## src/rtl/trs_pkg.sv

```systemverilog
package trs_pkg;
  localparam int MASK_W   = 16;
  localparam int CTRL_W   = 22;
  localparam int INV_BIT  = 20;
  localparam int PINV_BIT = 21;

  localparam logic [3:0] GRP_EXT    = 4'd0;
  localparam logic [3:0] GRP_CMP    = 4'd1;
  localparam logic [3:0] GRP_CNTSEQ = 4'd2;

  typedef struct packed {
    logic              pair_inv;
    logic              inv;
    logic [3:0]        grp;
    logic [MASK_W-1:0] mask;
  } sel_ctrl_t;

  typedef struct packed {
    logic       is_pair;
    logic [1:0] rsvd;
    logic [4:0] idx;
  } ev_sel_t;

  function automatic sel_ctrl_t unpack_ctrl(input logic [CTRL_W-1:0] d);
    sel_ctrl_t c;
    c.pair_inv = d[PINV_BIT];
    c.inv      = d[INV_BIT];
    c.grp      = d[19:16];
    c.mask     = d[15:0];
    return c;
  endfunction

  function automatic logic mask_hit(input logic [MASK_W-1:0] vec,
                                    input logic [MASK_W-1:0] mask);
    return |(vec & mask);
  endfunction
endpackage

```

## src/rtl/trs_group_pack.sv

```systemverilog
module trs_group_pack #(
  parameter int EXT_W   = 8,
  parameter int CMP_W   = 8,
  parameter int NUM_CNT = 4,
  parameter int NUM_SEQ = 4
) (
  input  logic [EXT_W-1:0]   ext_in,
  input  logic [CMP_W-1:0]   cmp_match,
  input  logic [NUM_CNT-1:0] cnt_zero,
  input  logic [NUM_SEQ-1:0] seq_state,
  output logic [15:0]        ext_vec,
  output logic [15:0]        cmp_vec,
  output logic [15:0]        cs_vec
);
  always_comb begin
    ext_vec = '0;
    ext_vec[EXT_W-1:0] = ext_in;
    cmp_vec = '0;
    cmp_vec[CMP_W-1:0] = cmp_match;
    cs_vec = '0;
    cs_vec[NUM_CNT-1:0] = cnt_zero;
    cs_vec[NUM_CNT +: NUM_SEQ] = seq_state;
  end
endmodule

```

## src/rtl/trs_selector.sv

```systemverilog
module trs_selector
  import trs_pkg::*;
#(
  parameter int MY_IDX  = 2,
  parameter int NUM_SEL = 8,
  parameter int IDX_W   = 4
) (
  input  logic              clk,
  input  logic              rst_n,
  input  logic              wr_en,
  input  logic [IDX_W-1:0]  wr_idx,
  input  logic [CTRL_W-1:0] wr_data,
  input  logic [15:0]       ext_vec,
  input  logic [15:0]       cmp_vec,
  input  logic [15:0]       cs_vec,
  output logic              res_q,
  output logic              pinv_q
);
  sel_ctrl_t   ctrl_q;
  logic        wr_hit;
  logic [15:0] grp_vec;
  logic        hit;

  assign wr_hit = wr_en && (wr_idx == IDX_W'(MY_IDX));

  always_ff @(posedge clk or negedge rst_n) begin
    if (!rst_n) ctrl_q <= '0;
    else if (wr_hit) ctrl_q <= unpack_ctrl(wr_data);
  end

  always_comb begin
    case (ctrl_q.grp)
      GRP_EXT:    grp_vec = ext_vec;
      GRP_CMP:    grp_vec = cmp_vec;
      GRP_CNTSEQ: grp_vec = cs_vec;
      default:    grp_vec = '0;
    endcase
  end

  assign hit = mask_hit(grp_vec, ctrl_q.mask);

  always_ff @(posedge clk or negedge rst_n) begin
    if (!rst_n) res_q <= 1'b0;
    else        res_q <= hit ^ ctrl_q.inv;
  end

  assign pinv_q = ctrl_q.pair_inv;

  p_empty_mask_r3: assert property (@(posedge clk) disable iff (!rst_n)
    (ctrl_q.mask == '0) |=> (res_q == $past(ctrl_q.inv)));

  p_or_hit_r4: assert property (@(posedge clk) disable iff (!rst_n)
    ((grp_vec & ctrl_q.mask) != '0) |=> (res_q != $past(ctrl_q.inv)));

  p_oob_write_r8: assert property (@(posedge clk) disable iff (!rst_n)
    (wr_en && (wr_idx >= IDX_W'(NUM_SEL))) |=> $stable(ctrl_q));
endmodule

```

## src/rtl/trs_event_sel.sv

```systemverilog
module trs_event_sel
  import trs_pkg::*;
#(
  parameter int NUM_PAIRS = 4,
  parameter int NUM_SEL   = 8
) (
  input  logic                 clk,
  input  logic                 rst_n,
  input  logic                 ts_wr_en,
  input  logic [7:0]           ts_wr_data,
  input  logic [NUM_SEL-1:0]   res_vec,
  input  logic [NUM_PAIRS-1:1] pinv_vec,
  output logic                 ts_req
);
  ev_sel_t     ev_q;
  logic [31:0] res_pad;
  logic [15:0] pair_pad;
  logic        rsvd_set;

  always_ff @(posedge clk or negedge rst_n) begin
    if (!rst_n)        ev_q <= '0;
    else if (ts_wr_en) ev_q <= ev_sel_t'(ts_wr_data);
  end

  always_comb begin
    res_pad = '0;
    res_pad[NUM_SEL-1:0] = res_vec;
  end

  assign pair_pad[0] = 1'b0;
  for (genvar k = 1; k < 16; k++) begin : g_pair
    if (k < NUM_PAIRS) begin : g_live
      assign pair_pad[k] = (res_vec[2*k] & res_vec[2*k+1]) ^ pinv_vec[k];
    end else begin : g_dead
      assign pair_pad[k] = 1'b0;
    end
  end

  assign rsvd_set = |ev_q.rsvd;

  always_comb begin
    if (rsvd_set)        ts_req = 1'b0;
    else if (ev_q.is_pair) ts_req = pair_pad[ev_q.idx[3:0]];
    else                 ts_req = res_pad[ev_q.idx];
  end

  p_pair0_false_r7: assert property (@(posedge clk) disable iff (!rst_n)
    (ev_q.is_pair && ev_q.idx[3:0] == 4'd0) |-> !ts_req);

  p_true_res_r6: assert property (@(posedge clk) disable iff (!rst_n)
    (ev_ctrl_single_one(ev_q)) |-> ts_req);

  function automatic logic ev_ctrl_single_one(input ev_sel_t e);
    return !e.is_pair && (e.rsvd == 2'b00) && (e.idx == 5'd1);
  endfunction
endmodule

```

## src/rtl/trace_res_sel.sv

```systemverilog
module trace_res_sel #(
  parameter int NUM_PAIRS = 4,
  parameter int NUM_CNT   = 4,
  parameter int NUM_SEQ   = 4,
  parameter int EXT_W     = 8,
  parameter int CMP_W     = 8,
  localparam int NUM_SEL  = 2 * NUM_PAIRS,
  localparam int IDX_W    = $clog2(NUM_SEL) + 1
) (
  input  logic                 clk,
  input  logic                 rst_n,
  input  logic                 cfg_wr_en,
  input  logic [IDX_W-1:0]     cfg_wr_idx,
  input  logic [21:0]          cfg_wr_data,
  input  logic                 ts_wr_en,
  input  logic [7:0]           ts_wr_data,
  input  logic [EXT_W-1:0]     ext_in,
  input  logic [CMP_W-1:0]     cmp_match,
  input  logic [NUM_CNT-1:0]   cnt_zero,
  input  logic [NUM_SEQ-1:0]   seq_state,
  output logic [NUM_SEL-1:0]   res_out,
  output logic                 ts_req
);
  logic [15:0]          ext_vec, cmp_vec, cs_vec;
  logic [NUM_SEL-1:2]   sel_pinv;
  logic [NUM_PAIRS-1:1] pair_pinv;

  trs_group_pack #(
    .EXT_W(EXT_W), .CMP_W(CMP_W), .NUM_CNT(NUM_CNT), .NUM_SEQ(NUM_SEQ)
  ) u_pack (
    .ext_in(ext_in), .cmp_match(cmp_match), .cnt_zero(cnt_zero),
    .seq_state(seq_state), .ext_vec(ext_vec), .cmp_vec(cmp_vec), .cs_vec(cs_vec)
  );

  assign res_out[0] = 1'b0;
  assign res_out[1] = 1'b1;

  for (genvar i = 2; i < NUM_SEL; i++) begin : g_sel
    trs_selector #(.MY_IDX(i), .NUM_SEL(NUM_SEL), .IDX_W(IDX_W)) u_sel (
      .clk(clk), .rst_n(rst_n), .wr_en(cfg_wr_en), .wr_idx(cfg_wr_idx),
      .wr_data(cfg_wr_data), .ext_vec(ext_vec), .cmp_vec(cmp_vec),
      .cs_vec(cs_vec), .res_q(res_out[i]), .pinv_q(sel_pinv[i])
    );
  end

  for (genvar k = 1; k < NUM_PAIRS; k++) begin : g_pinv
    assign pair_pinv[k] = sel_pinv[2*k] | sel_pinv[2*k+1];
  end

  trs_event_sel #(.NUM_PAIRS(NUM_PAIRS), .NUM_SEL(NUM_SEL)) u_ev (
    .clk(clk), .rst_n(rst_n), .ts_wr_en(ts_wr_en), .ts_wr_data(ts_wr_data),
    .res_vec(res_out), .pinv_vec(pair_pinv), .ts_req(ts_req)
  );
endmodule

```

## config.mk

```make
export PLATFORM = sky130hd
export DESIGN_NAME = trace_res_sel
export DESIGN_NICKNAME = d
export VERILOG_FILES = /design/src/rtl/trs_pkg.sv /design/src/rtl/trs_group_pack.sv /design/src/rtl/trs_selector.sv /design/src/rtl/trs_event_sel.sv /design/src/rtl/trace_res_sel.sv
export SDC_FILE = /design/constraint.sdc
export NUM_CORES = 1
export LEC_CHECK = 0
export BUFFER_PORTS_ARGS = -buffer_cell sky130_fd_sc_hd__buf_2
export CAP_MARGIN = 20
export CORE_MARGIN = 10
export CORE_UTILIZATION = 57
export CTS_BUF_LIST = sky130_fd_sc_hd__clkbuf_4 sky130_fd_sc_hd__clkbuf_8 sky130_fd_sc_hd__clkbuf_16
export CTS_CLUSTER_SIZE = 28
export DETAILED_ROUTE_END_ITERATION = 10
export PLACE_DENSITY = 0.8
export SYNTH_ARGS = -nofsm -noshare
export SYNTH_HDL_FRONTEND = slang
export SYNTH_SLANG_ARGS = --single-unit
```

## constraint.sdc

```tcl
create_clock -name clk -period 1.5 [get_ports clk]
set_input_delay 0.225 -clock clk [delete_from_list [all_inputs] [get_ports clk]]
set_output_delay 0.225 -clock clk [all_outputs]
set_load 0.005 [all_outputs]
```

### After elaboration in Yosys (flattened, before gate mapping)

Cells that the tools add are included.

| word-level totals | value |
|---|---|
| memories | 0 |
| word-level logic and storage cells | 105 |
| output and inout bits | 9 |
| bits in read-only memories | 0 |
| bits in latches | 0 |
| register bits after elaboration | 146 |
| RAM bits | 0 |

| cells by class | value |
|---|---|
| $mul | 0 |
| reductions and logical operators | 19 |
| multiplexer cells | 12 |
| divide/modulo/power cells | 0 |
| bitwise gates (word level) | 21 |
| magnitude comparators | 2 |
| equal/unequal tests | 18 |
| shift-type cells | 0 |
| $add $sub $neg | 0 |

Operators by type and width:

| cell | number |
|---|---|
| 8-bit case mux with 3 select lines | 6 |
| 8-bit by 16-bit bitwise AND with 16-bit output | 6 |
| 16-bit OR reduction | 6 |
| 4-bit by 2-bit equality test with 1-bit output, second input constant | 8 |
| 4-bit by 1-bit equality test with 1-bit output, second input constant | 6 |
| 4-bit zero test | 6 |
| 4-bit by 3-bit equality test with 1-bit output, second input constant | 4 |
| 1-bit bitwise XOR | 9 |
| 1-bit logical AND | 6 |
| 5-bit by 6-bit less-than comparator with 1-bit output, second input constant | 1 |
| 1-bit binary-select mux with 5-bit select | 1 |
| 4-bit by 5-bit less-than comparator with 1-bit output, second input constant | 1 |
| 1-bit binary-select mux with 4-bit select | 1 |
| 1-bit 2-to-1 mux | 4 |
| 1-bit bitwise AND | 3 |
| 1-bit OR | 3 |
| 2-bit OR reduction | 1 |

### Depth between registers and ports, before layout

Gate-level depths: netlist of run 1.

| depth | value |
|---|---|
| depth in word-level cells | 6 |
| gate-level depth with buffers | 5 |
| depth with buffers taken out | 5 |

### By module

A second synthesis of run 1 with hierarchy kept.

| second synthesis, totals | value |
|---|---|
| cell total of the unflattened synthesis | 682 |
| area, all modules | 7898.8 um^2 |

Modules (own cells, without submodules):

| module | area an instance (um^2) | seq. area each (um^2) | instances | cells an instance |
|---|---|---|---|---|
| trs_selector (g_sel[5].u_sel ...) | 1171.1 | 575.6 | 2 | 98 |
| trs_selector (g_sel[2].u_sel) | 1183.6 | 575.6 | 1 | 98 |
| trs_selector (g_sel[4].u_sel) | 1176.1 | 575.6 | 1 | 99 |
| trs_selector (g_sel[7].u_sel) | 1168.6 | 575.6 | 1 | 97 |
| trs_selector (g_sel[3].u_sel) | 1166.1 | 575.6 | 1 | 97 |
| trs_event_sel | 456.7 | 200.2 | 1 | 39 |
| trs_group_pack | 364.1 | 0.0 | 1 | 49 |
| trace_res_sel | 41.3 | 0.0 | 1 | 7 |

### Least setup slack after synthesis of run 1

No wires, ideal clock.

| timing path | value |
|---|---|
| path kind | register -> output |
| start point | register u_ev.ev_q[0] (netlist bit) |
| end point | output port ts_req |
| setup slack | 0.078 ns |
| path buffers | 0 |
| stages on the path, launching flop included | 6 |
| arrival time | 1.197 ns |
| cells stage by stage | dfrtp_1 > mux4_2 > nand2_1 > o21ai_0 > nand3_1 > o21ai_0 |

| between the ends | value |
|---|---|
| word-level cells in the longest chain between the ends | 4 |
| elaborated cells between the ends (all ways) | 6 |

Ends and longest elaborated chain:

| element | RTL line | text |
|---|---|---|
| start: declaration | trs_event_sel.sv:15 | `ev_sel_t ev_q;` |
| start signal: assignment | trs_event_sel.sv:22 | `else if (ts_wr_en) ev_q <= ev_sel_t'(ts_wr_data);` |
| 1-bit binary-select mux with 5-bit select / 1-bit binary-select mux with 4-bit select (equally long branches) | trs_event_sel.sv:44, trs_event_sel.sv:43 |  |
| 1-bit 2-to-1 mux, on equally long branches | trs_event_sel.sv:44, trs_event_sel.sv:43 |  |
| 1-bit 2-to-1 mux * | trs_event_sel.sv:43 | `else if (ev_q.is_pair) ts_req = pair_pad[ev_q.idx[3:0]];` |
| 1-bit 2-to-1 mux * | trs_event_sel.sv:42 | `if (rsvd_set) ts_req = 1'b0;` |
| end: declaration | trace_res_sel.sv:22 | `output logic ts_req` |

Every way passes the cells marked *; elsewhere a longest branch is shown, timed or not. The select of a mux whose other input is x is not followed.

### Final worst setup path of run 1

Same ends and word-level chain as after synthesis.

==> run summary, run 1 <==
The run finished, with violations left. The checks that failed: setup timing. The core area is 0.008258 mm². VDD sags by at most 694.3 µV. The post-synthesis cell area came out at 0.004841 mm². The total of fill cells in the finished design is 636. For this run, design rule violations remaining after detail routing come to 0. The vertical die dimension came out at 112.2 µm. The post-layout total power came out at 8.461 mW. The number of optimization iterations in the first detailed-route pass came out at 8. The number of distinct library cell variants in the gate-level netlist after synthesis came out at 33. TritonCTS built the clock tree.

The number of instances on the worst hold path is 2. The synthesized area per cell came out at 12.38 µm². For this design the static power due to leakage is 2.627 nW.

The kind of critical path is register to output pin. The flop-to-flop setup slack came out at -0.10 ns. The share of cells above drive strength 1 is 0.4659.

The number of global-route vias before repair is 4,137. The clock latency reported for the late side of the worst-skew pair is 0.37 ns. The via count of the routed design came out at 3,854.

The number of core rows came out at 33. The cell area reported after detailed placement came out at 0.005493 mm². The required time reported for the critical path endpoint is 1.27 ns. The post-synthesis xor/xnor area fraction is 0.01628. The initial core utilization came out at 0.5862.

At the worst endpoint, the arrival time is 1.64 ns. Once routing completed, OpenROAD measured the worst setup slack at -0.3682 ns. The placement-stage worst setup slack came out at -0.08472 ns. The count of buffering cells on the critical path with inverters included is 1. The floorplan step defined a die boundary enclosing 0.01258 mm².

The total global-route track usage came out at 0.2145. Counting cells, the worst reg-to-reg path comes to 5. After the last flow step, the layout net total stands at 555. The worst-case hold slack came out at 0.08526 ns.

The clock buffer count from CTS is 9. The startpoint of the worst register-to-register path is g_sel[7].u_sel.ctrl_q[0]. The congestion estimate from routability-driven global placement came to 0.9529. Of the post-synthesis cell area, the part taken by muxes is 0.2231.

Counting every net in the synthesized netlist gives 453. The finished layout cell area is 0.005851 mm². Dividing the detail-routed wire length by the instance count gives 22.56 µm. The count of endpoints failing setup in the final report came out at 4. The H-tree generated during clock tree synthesis spans 3 levels.

The compound-gate portion of the synthesized area is 0.1329. The signal on the critical path passes through mux4_2, nand2_1, o21ai_1, nand3_1, o21ai_1, buf_2. The layout overhead on the synthesized area came out at 20.86%. The maximum operating frequency is 0.5353 GHz. The power density relative to cell area came out at 1446 mW/mm². The tool flagged a number of max-cap violations equal to 0. The worst setup path is launched from a register.

On the critical path, the stage with the largest delay is an instance of sky130_fd_sc_hd__mux4_2. For this design, the sink count on the clock tree is 98. The first global-routing pass estimated 21.65 mm of wire. The final-report max-slew violation count came to 0.

The buffer cell driving the clock tree root is sky130_fd_sc_hd__clkbuf_8. In this run the count of I/O pins placed on the die edge is 71. The most frequent cell on the critical path is sky130_fd_sc_hd__o21ai_1.

After clock tree synthesis, the clock-pin slew on the worst setup and hold paths is 0.09 ns. The min-delay analysis places its worst path in the category primary input to register. The number of nets with antenna violations after detailed routing came out at 0. In this run the most critical hold path is launched from ts_wr_data[6]. The number of DRC markers in iteration 0 came out at 397. In this run, synthesis produced a sequential element count of 98. The synthesis warning total came out at 0.

Leaving out fill and tap cells, the most frequent cell in the layout is sky130_fd_sc_hd__dfrtp_1. The sequential area share after synthesis came out at 0.5066. The worst setup path is captured at an output pin. The adder and majority cell fraction of the synthesized area came out at 0. For hold timing, the worst endpoint is u_ev.ev_q[6]. The total overflow left after global routing is 0. The wire-length estimate of the detail-placed layout is 9.943 mm. The setup total negative slack is -0.4864 ns. The largest incremental delay on the critical path is 0.51 ns. The capturing point of the worst reg2reg path is g_sel[7].u_sel.res_q. The total inserted antenna cells came out at 0. The vias per cell came out at 6.391. The final hold violation count is 0. The cell count after synthesis is 391.

The count of buffers inserted at the top-level ports came out at 60. The clock passes through at most 2 buffers. The basic-gate share of the synthesized area counting and, or, nand and nor cells is 0.09020.

The horizontal die dimension is 112.2 µm. The clock tree skew after final layout came out at 0.003809 ns. The worst-path maximum fanout is 2. In the layout the commonest cells are sky130_fd_sc_hd__dfrtp_1, sky130_fd_sc_hd__mux2_2, sky130_fd_sc_hd__buf_2. Setup repair after global routing could not meet its margin everywhere. The final cycle utilization of the critical path is 1.245. The initial antenna violation count was 0. By area, the combinational part of the netlist is dominated by multiplexers. Entering global routing, the biggest net connects 47 pins. On the critical path the largest part of the delay comes from multiplexers.

The final routed wirelength across all metal layers came out at 13.60 mm. After layout, the minimum clock period comes to 1.868 ns.
report_power, final:
group,leakage (nW),internal (mW),switching [mW],total [mW]
combinational,1.31,1.40,1.16,2.55
clock,0.127,1.16,0.924,2.08
sequential,1.19,3.28,0.547,3.82
Yosys cell counts, drive strengths merged:
| cell type | number | area, µm² |
|---|---|---|
| or3 | 12 | 75.07 |
| xor2 | 6 | 52.55 |
| conb | 2 | 7.510 |
| and3 | 1 | 6.260 |
| a21oi | 13 | 65.06 |
| nor2 | 12 | 50.05 |
| mux2i | 1 | 10.01 |
| nand3b | 3 | 38.79 |
| a222oi | 24 | 240.2 |
| o21ai | 15 | 75.07 |
| nor3b | 3 | 38.79 |
| xnor2 | 3 | 26.28 |
| nand2 | 37 | 141.4 |
| mux4 | 1 | 22.52 |
| clkbuf | 1 | 3.750 |
| a21o | 1 | 7.510 |
| a31oi | 12 | 75.07 |
| nand3 | 13 | 65.06 |
| nor3 | 2 | 21.27 |
| a22oi | 24 | 180.2 |
| dfrtp | 98 | 2452 |
| buf | 15 | 138.9 |
| mux2 | 92 | 1047 |
worst reg2reg max path, delay by kind of cell (launching register included):
kind	cells	cell delay (ns)
xor gates and xnor gates	1	0.15
and+or+nand+nor	1	0.12
AOI/OAI and AO/OA	3	0.83
DFF	1	0.39
per-layer routing:
metal / up-vias / GRT usage / wire length, µm
met1: 1928 / 0.2694 / 5482
li1: 1701 / - / -
met5: - / 0 / 0
met2: 190 / 0.3557 / 6739
met3: 35 / 0.03781 / 1044
met4: 0 / 0.09222 / 338
repair_timing:
item,CTS,global route
hold buffers,1,0
setup buffers,6,2
hold endpoints to repair,25,0
gates resized for setup,10,12
setup endpoints to repair,6,7
pin swaps,14,14
kinds of logic after synthesis:
group / after synthesis
compound gates: 89
xor+xnor: 9
buf+inv: 16
flops: 98
mux: 94
other cells: 2
simple gates: 83
cell type report:
class	count	area (µm²)	area share
Clock buffer	10	137.6	0.02352
Clock inverter	6	112.6	0.01925
Multi-Input combinational cell	277	2282	0.3901
Sequential cell	98	2454	0.4194
Tap cell	105	131.4	0.02246
Timing Repair Buffer	107	733.2	0.1253
sequential cells by signal, indices dropped and copies added (netlist names):
signal / flops
g_sel.u_sel.pinv_q: 6
g_sel.u_sel.ctrl_q: 78
g_sel.u_sel.res_q: 6
u_ev.ev_q: 8
through the flow:
| step | util | cells |
|---|---|---|
| 2_1_floorplan | - | 391 |
| 3_3_place_gp | 0.6652 | 578 |
| 3_5_place_dp | 0.6652 | 578 |
| 4_1_cts | 0.7036 | 601 |
| 5_1_grt | 0.7085 | 603 |
| 6_report | 0.7085 | 603 |
how the worst max path moves through the flow:
stage | from | end | depth (start not counted)
after floorplan | u_ev.ev_q[0] | ts_req | 5
after global placement | g_sel[7].u_sel.ctrl_q[0] | g_sel[7].u_sel.res_q | 5
after detailed placement | g_sel[7].u_sel.ctrl_q[0] | g_sel[7].u_sel.res_q | 5
after CTS | u_ev.ev_q[0] | ts_req | 6
after global routing | u_ev.ev_q[0] | ts_req | 6
final | u_ev.ev_q[0] | ts_req | 6
Power figures use the tool's default switching activity.
==> run 2: changes to the inputs <==
- ABC_AREA: default -> 1
- CORE_MARGIN: 10 -> 3
- CORE_UTILIZATION: 57 -> 58
- RECOVER_POWER: default -> 100
==> run 2 against run 1 <==
Against the previous run:
- the run still ends with setup timing left
- clock power is 11% lower
- area after synthesis is 5.3% higher
- setup slack better by 0.17 ns
- global-route usage is 8.3 points higher
- cell count is 45% higher
- combinational power is 16% lower
- highest routed layer unchanged
- via count is 25% higher
- routed wire length is 2.5% higher
- first-iteration DRC count is 16% lower
- critical path type unchanged
- count of clock-buffer cells in the layout is 1 lower
- synthesized cell count is 80% higher
==> run summary, run 2 <==
The level count of the clock H-tree came out at 3. The library cell used most frequently in the layout, excluding fill and tap cells, is sky130_fd_sc_hd__nand2_1. The core area came out at 0.008382 mm². The cell count after synthesis came out at 702. The switching fraction of total power is 0.3530. The final routed wirelength across all metal layers came out at 13.95 mm. The synthesis warning total is 0. For this run, the slowest stage of the critical path takes 0.43 ns. The post-synthesis cell area came out at 0.005096 mm². The clock network power share is 0.238.

Internal power comes to 5.061 mW. The final hold violation count was 0. Among all flip-flop cells after synthesis, the most frequent one is sky130_fd_sc_hd__dfrtp_1. The total number of clock tree sinks came out at 98.

The share of synthesized registers carrying an async set or reset came out at 1.000. The worst-path maximum fanout came out at 5. The required time reported for the critical path endpoint is 1.27 ns. The final layout net count is 830.

The synthesized area per cell is 7.259 µm². The layout overhead on the synthesized area is 14.26%. Summed over all layers, the global routing overflow is 0. The worst-case vdd ir drop is 587.8 µV. Of the cells placed in the final design, the portion with a size suffix greater than 1 is 0.1516.

For the worst-skew pair, the clock arrives at the later sink with an insertion delay of 0.36 ns. For this design the static power due to leakage is 2.993 nW. The clock buffer count from CTS came out at 9. During I/O placement, the number of pins put on the boundary was 71. The sequential area share after synthesis is 0.4812. By instance count, the leading cell after synthesis is sky130_fd_sc_hd__nand2_1.

The die is 99.74 µm tall. The number of nets in the synthesized netlist is 764. The relative contribution of sequential cells to total power is 0.487. In the layout the commonest cells are sky130_fd_sc_hd__nand2_1, sky130_fd_sc_hd__dfrtp_1, sky130_fd_sc_hd__o21ai_0. The initial antenna violation count is 0.

TritonCTS built the clock tree. The final reports fail on setup timing. The initialized floorplan defines 33 standard-cell rows. The least setup slack across all paths after layout is -0.1976 ns. Once detail routing completed, the nets flagged for antenna violations numbered 0. The final critical path time including I/O delays and setup came out at 1.698 ns.

The number of optimization iterations in the first detailed-route pass came out at 7. The number of synthesized flops with an enable pin came out at 0. The worst-case clock buffer depth came out at 2. The die covers 0.009947 mm². The kind of end point of the critical path is an output pin.

The tightest min-delay check is of the primary input to register type. For the final database, setup skew stands at 0.01474 ns. The first global-routing pass estimated 22.99 mm of wire. The number of max-cap violations is 0. The total of fill cells in the finished design is 742. In the synthesized netlist, the cells that appear most often are sky130_fd_sc_hd__nand2_1, sky130_fd_sc_hd__dfrtp_1, sky130_fd_sc_hd__o21ai_0.

The dominant cell type by area after synthesis is sky130_fd_sc_hd__dfrtp_1. The initial utilization of the core area, before any placement, comes to 0.6080. Of the post-synthesis cell area, the dominant cell type holds 0.4812. The analysis attributes to net switching a power of 2.761 mW.

Data arrives at the worst endpoint at 1.47 ns. In this run the most critical hold path is launched from ts_wr_data[0]. The largest net degree at the start of global routing came out at 33. The post-layout total power came out at 7.822 mW. The startpoint of the worst register-to-register path is g_sel[7].u_sel.ctrl_q[2]. In the routed design, unresolved DRC markers number 0. The most frequent cell on the critical path is sky130_fd_sc_hd__nand2_1. The max-slew headroom at the worst pin came out at 0.4579.

The congestion estimate from routability-driven global placement came to 0.9239. The number of global-route vias before repair is 4,651. The power share of the combinational group is 0.275. The number of distinct library cell variants in the gate-level netlist after synthesis is 20.

Derived from the worst setup path, the maximum achievable clock frequency is 0.5891 GHz. The most critical setup path has its startpoint at u_ev.ev_q[0]. The total inserted antenna cells came out at 0.

The final-report max-slew violation count was 0. After synthesis, the cell types taking the most area are sky130_fd_sc_hd__dfrtp_1, sky130_fd_sc_hd__nand2_1, sky130_fd_sc_hd__o21ai_0, sky130_fd_sc_hd__nor2_1, sky130_fd_sc_hd__nand3_1. The vias per cell came out at 5.472.

The wire length per cell after detailed routing is 15.90 µm. Setup repair after global routing could not meet its margin everywhere. The kind of critical path is register to output pin. The via count of the routed design is 4,799. The largest individual stage delay along the critical path comes from the cell sky130_fd_sc_hd__dfrtp_1.

The number of flip-flops under the largest register name is 78. The count of buffers inserted at the top-level ports came out at 60. The final cycle utilization of the critical path came out at 1.132. The detailed placer's ending HPWL is 10.58 mm. The run finished, with violations left. The largest registers in the layout are g_sel.u_sel.ctrl_q: 78 flops, u_ev.ev_q: 8 flops. The count of endpoints failing setup in the final report came out at 1. The total global-route track usage is 0.2970. The power density relative to cell area came out at 1343 mW/mm². The worst-margin pin slew came out at 0.8132 ns.

The worst-case hold slack came out at 0.05832 ns. After the first detailed-routing iteration, the DRC count stood at 333. The clock slew seen by the registers of the worst setup and hold paths is 0.10 ns. The register with the most flip-flops in the final layout is g_sel.u_sel.ctrl_q. The number of register bits inferred by synthesis is 98.

The signal on the critical path passes through inv_2, nand2_1, nand3_1, nand2_1, nand2_1, nand4_1, a21oi_1, buf_2. CTS placed an instance of sky130_fd_sc_hd__clkbuf_8 at the clock tree root. In this run the horizontal extent of the chip is 99.74 µm.

The kind of launch point of the worst setup path is a register.
-- run 2: changes by cell type in the layout (fill, tap and decap cells not counted), moves of 23 or more --
cell and delta:
sky130_fd_sc_hd__nand3_1 +29, sky130_fd_sc_hd__mux2_2 -89, sky130_fd_sc_hd__buf_4 -33, sky130_fd_sc_hd__a222oi_1 -24, sky130_fd_sc_hd__o21ai_0 +62, sky130_fd_sc_hd__a21oi_1 +28, sky130_fd_sc_hd__inv_1 +49, sky130_fd_sc_hd__a22oi_1 -23
sky130_fd_sc_hd__nand2_1 +246, sky130_fd_sc_hd__nor2_1 +52
-- run 2: cell families after synthesis --
family                 synth area share
AND/OR/NAND/NOR                  0.3258
AO/OA/AOI/OAI                    0.1272
other                          0.001474
buffers and inverters           0.06433
flip-flops                       0.4812
-- run 2: timing repair --
action	in CTS	in global routing
gates resized for setup	3	2
hold endpoints to repair	27	0
pin swaps	1	0
setup endpoints to repair	1	1
hold buffers	1	0
buffers inserted	3	3
-- run 2: metal layers --
layer  track usage  up-vias  wire (µm)  share of wire
li1              -     2365          -              -
met1        0.4368     2255       6292           0.45
met5             0        -          0              0
met2        0.4684      158       6504           0.47
met4       0.07983        0        277          0.020
met3       0.03366       21        871          0.062
-- run 2: worst max-delay path, delay by kind of cell, from the launching register on --
family                 cells  cell delay, ns
AO/OA/AOI/OAI              1            0.12
flip-flops                 1            0.43
AND/OR/NAND/NOR            5            0.33
buffers and inverters      2            0.23
-- run 2: power by group through the flow --
stage	clock (mW)	combinational, mW	sequential (mW)
2_1_floorplan	0	1.54	3.66
6_report	1.86	2.15	3.81
4_1_cts	1.88	2.12	3.79
5_1_grt	1.98	2.50	3.90
3_3_place_gp	0	1.98	3.83
3_5_place_dp	0	2.07	3.85
-- run 2: area by class of cell --
cell class | count | area [µm²] | area share
clock inverter | 6 | 92.59 | 0.01590
inverter | 51 | 191.4 | 0.03288
timing repair buffer | 77 | 505.5 | 0.08681
clock buffer | 9 | 123.9 | 0.02127
sequential | 98 | 2452 | 0.4211
multi-input combinational | 531 | 2326 | 0.3994
tap | 105 | 131.4 | 0.02256
-- run 2: final timing paths --
path | to | slack, ns | cells past startpoint
max | ts_req | -0.20 | 8
min | u_ev.ev_q[0] | 0.06 | 3
max reg2reg | g_sel[7].u_sel.res_q | 0.19 | 8
min reg2reg | g_sel[2].u_sel.ctrl_q[18] | 0.48 | 2
max in group asynchronous | g_sel[3].u_sel.ctrl_q[7] | 0.31 | 3
min in group asynchronous | g_sel[5].u_sel.ctrl_q[2] | 0.48 | 2
-- run 2: metrics by stage --
step,area [µm²],util,cells,setup TNS [ns],setup WS (ns)
after floorplan,5096,-,702,0,0.2494
after CTS,5799,0.6919,874,-0.1855,-0.1855
after detailed placement,5544,0.6614,855,0,0.1394
after global placement,5544,0.6614,855,0,0.1568
final,5823,0.6947,877,-0.1976,-0.1976
after global routing,5823,0.6947,877,-0.3036,-0.3036
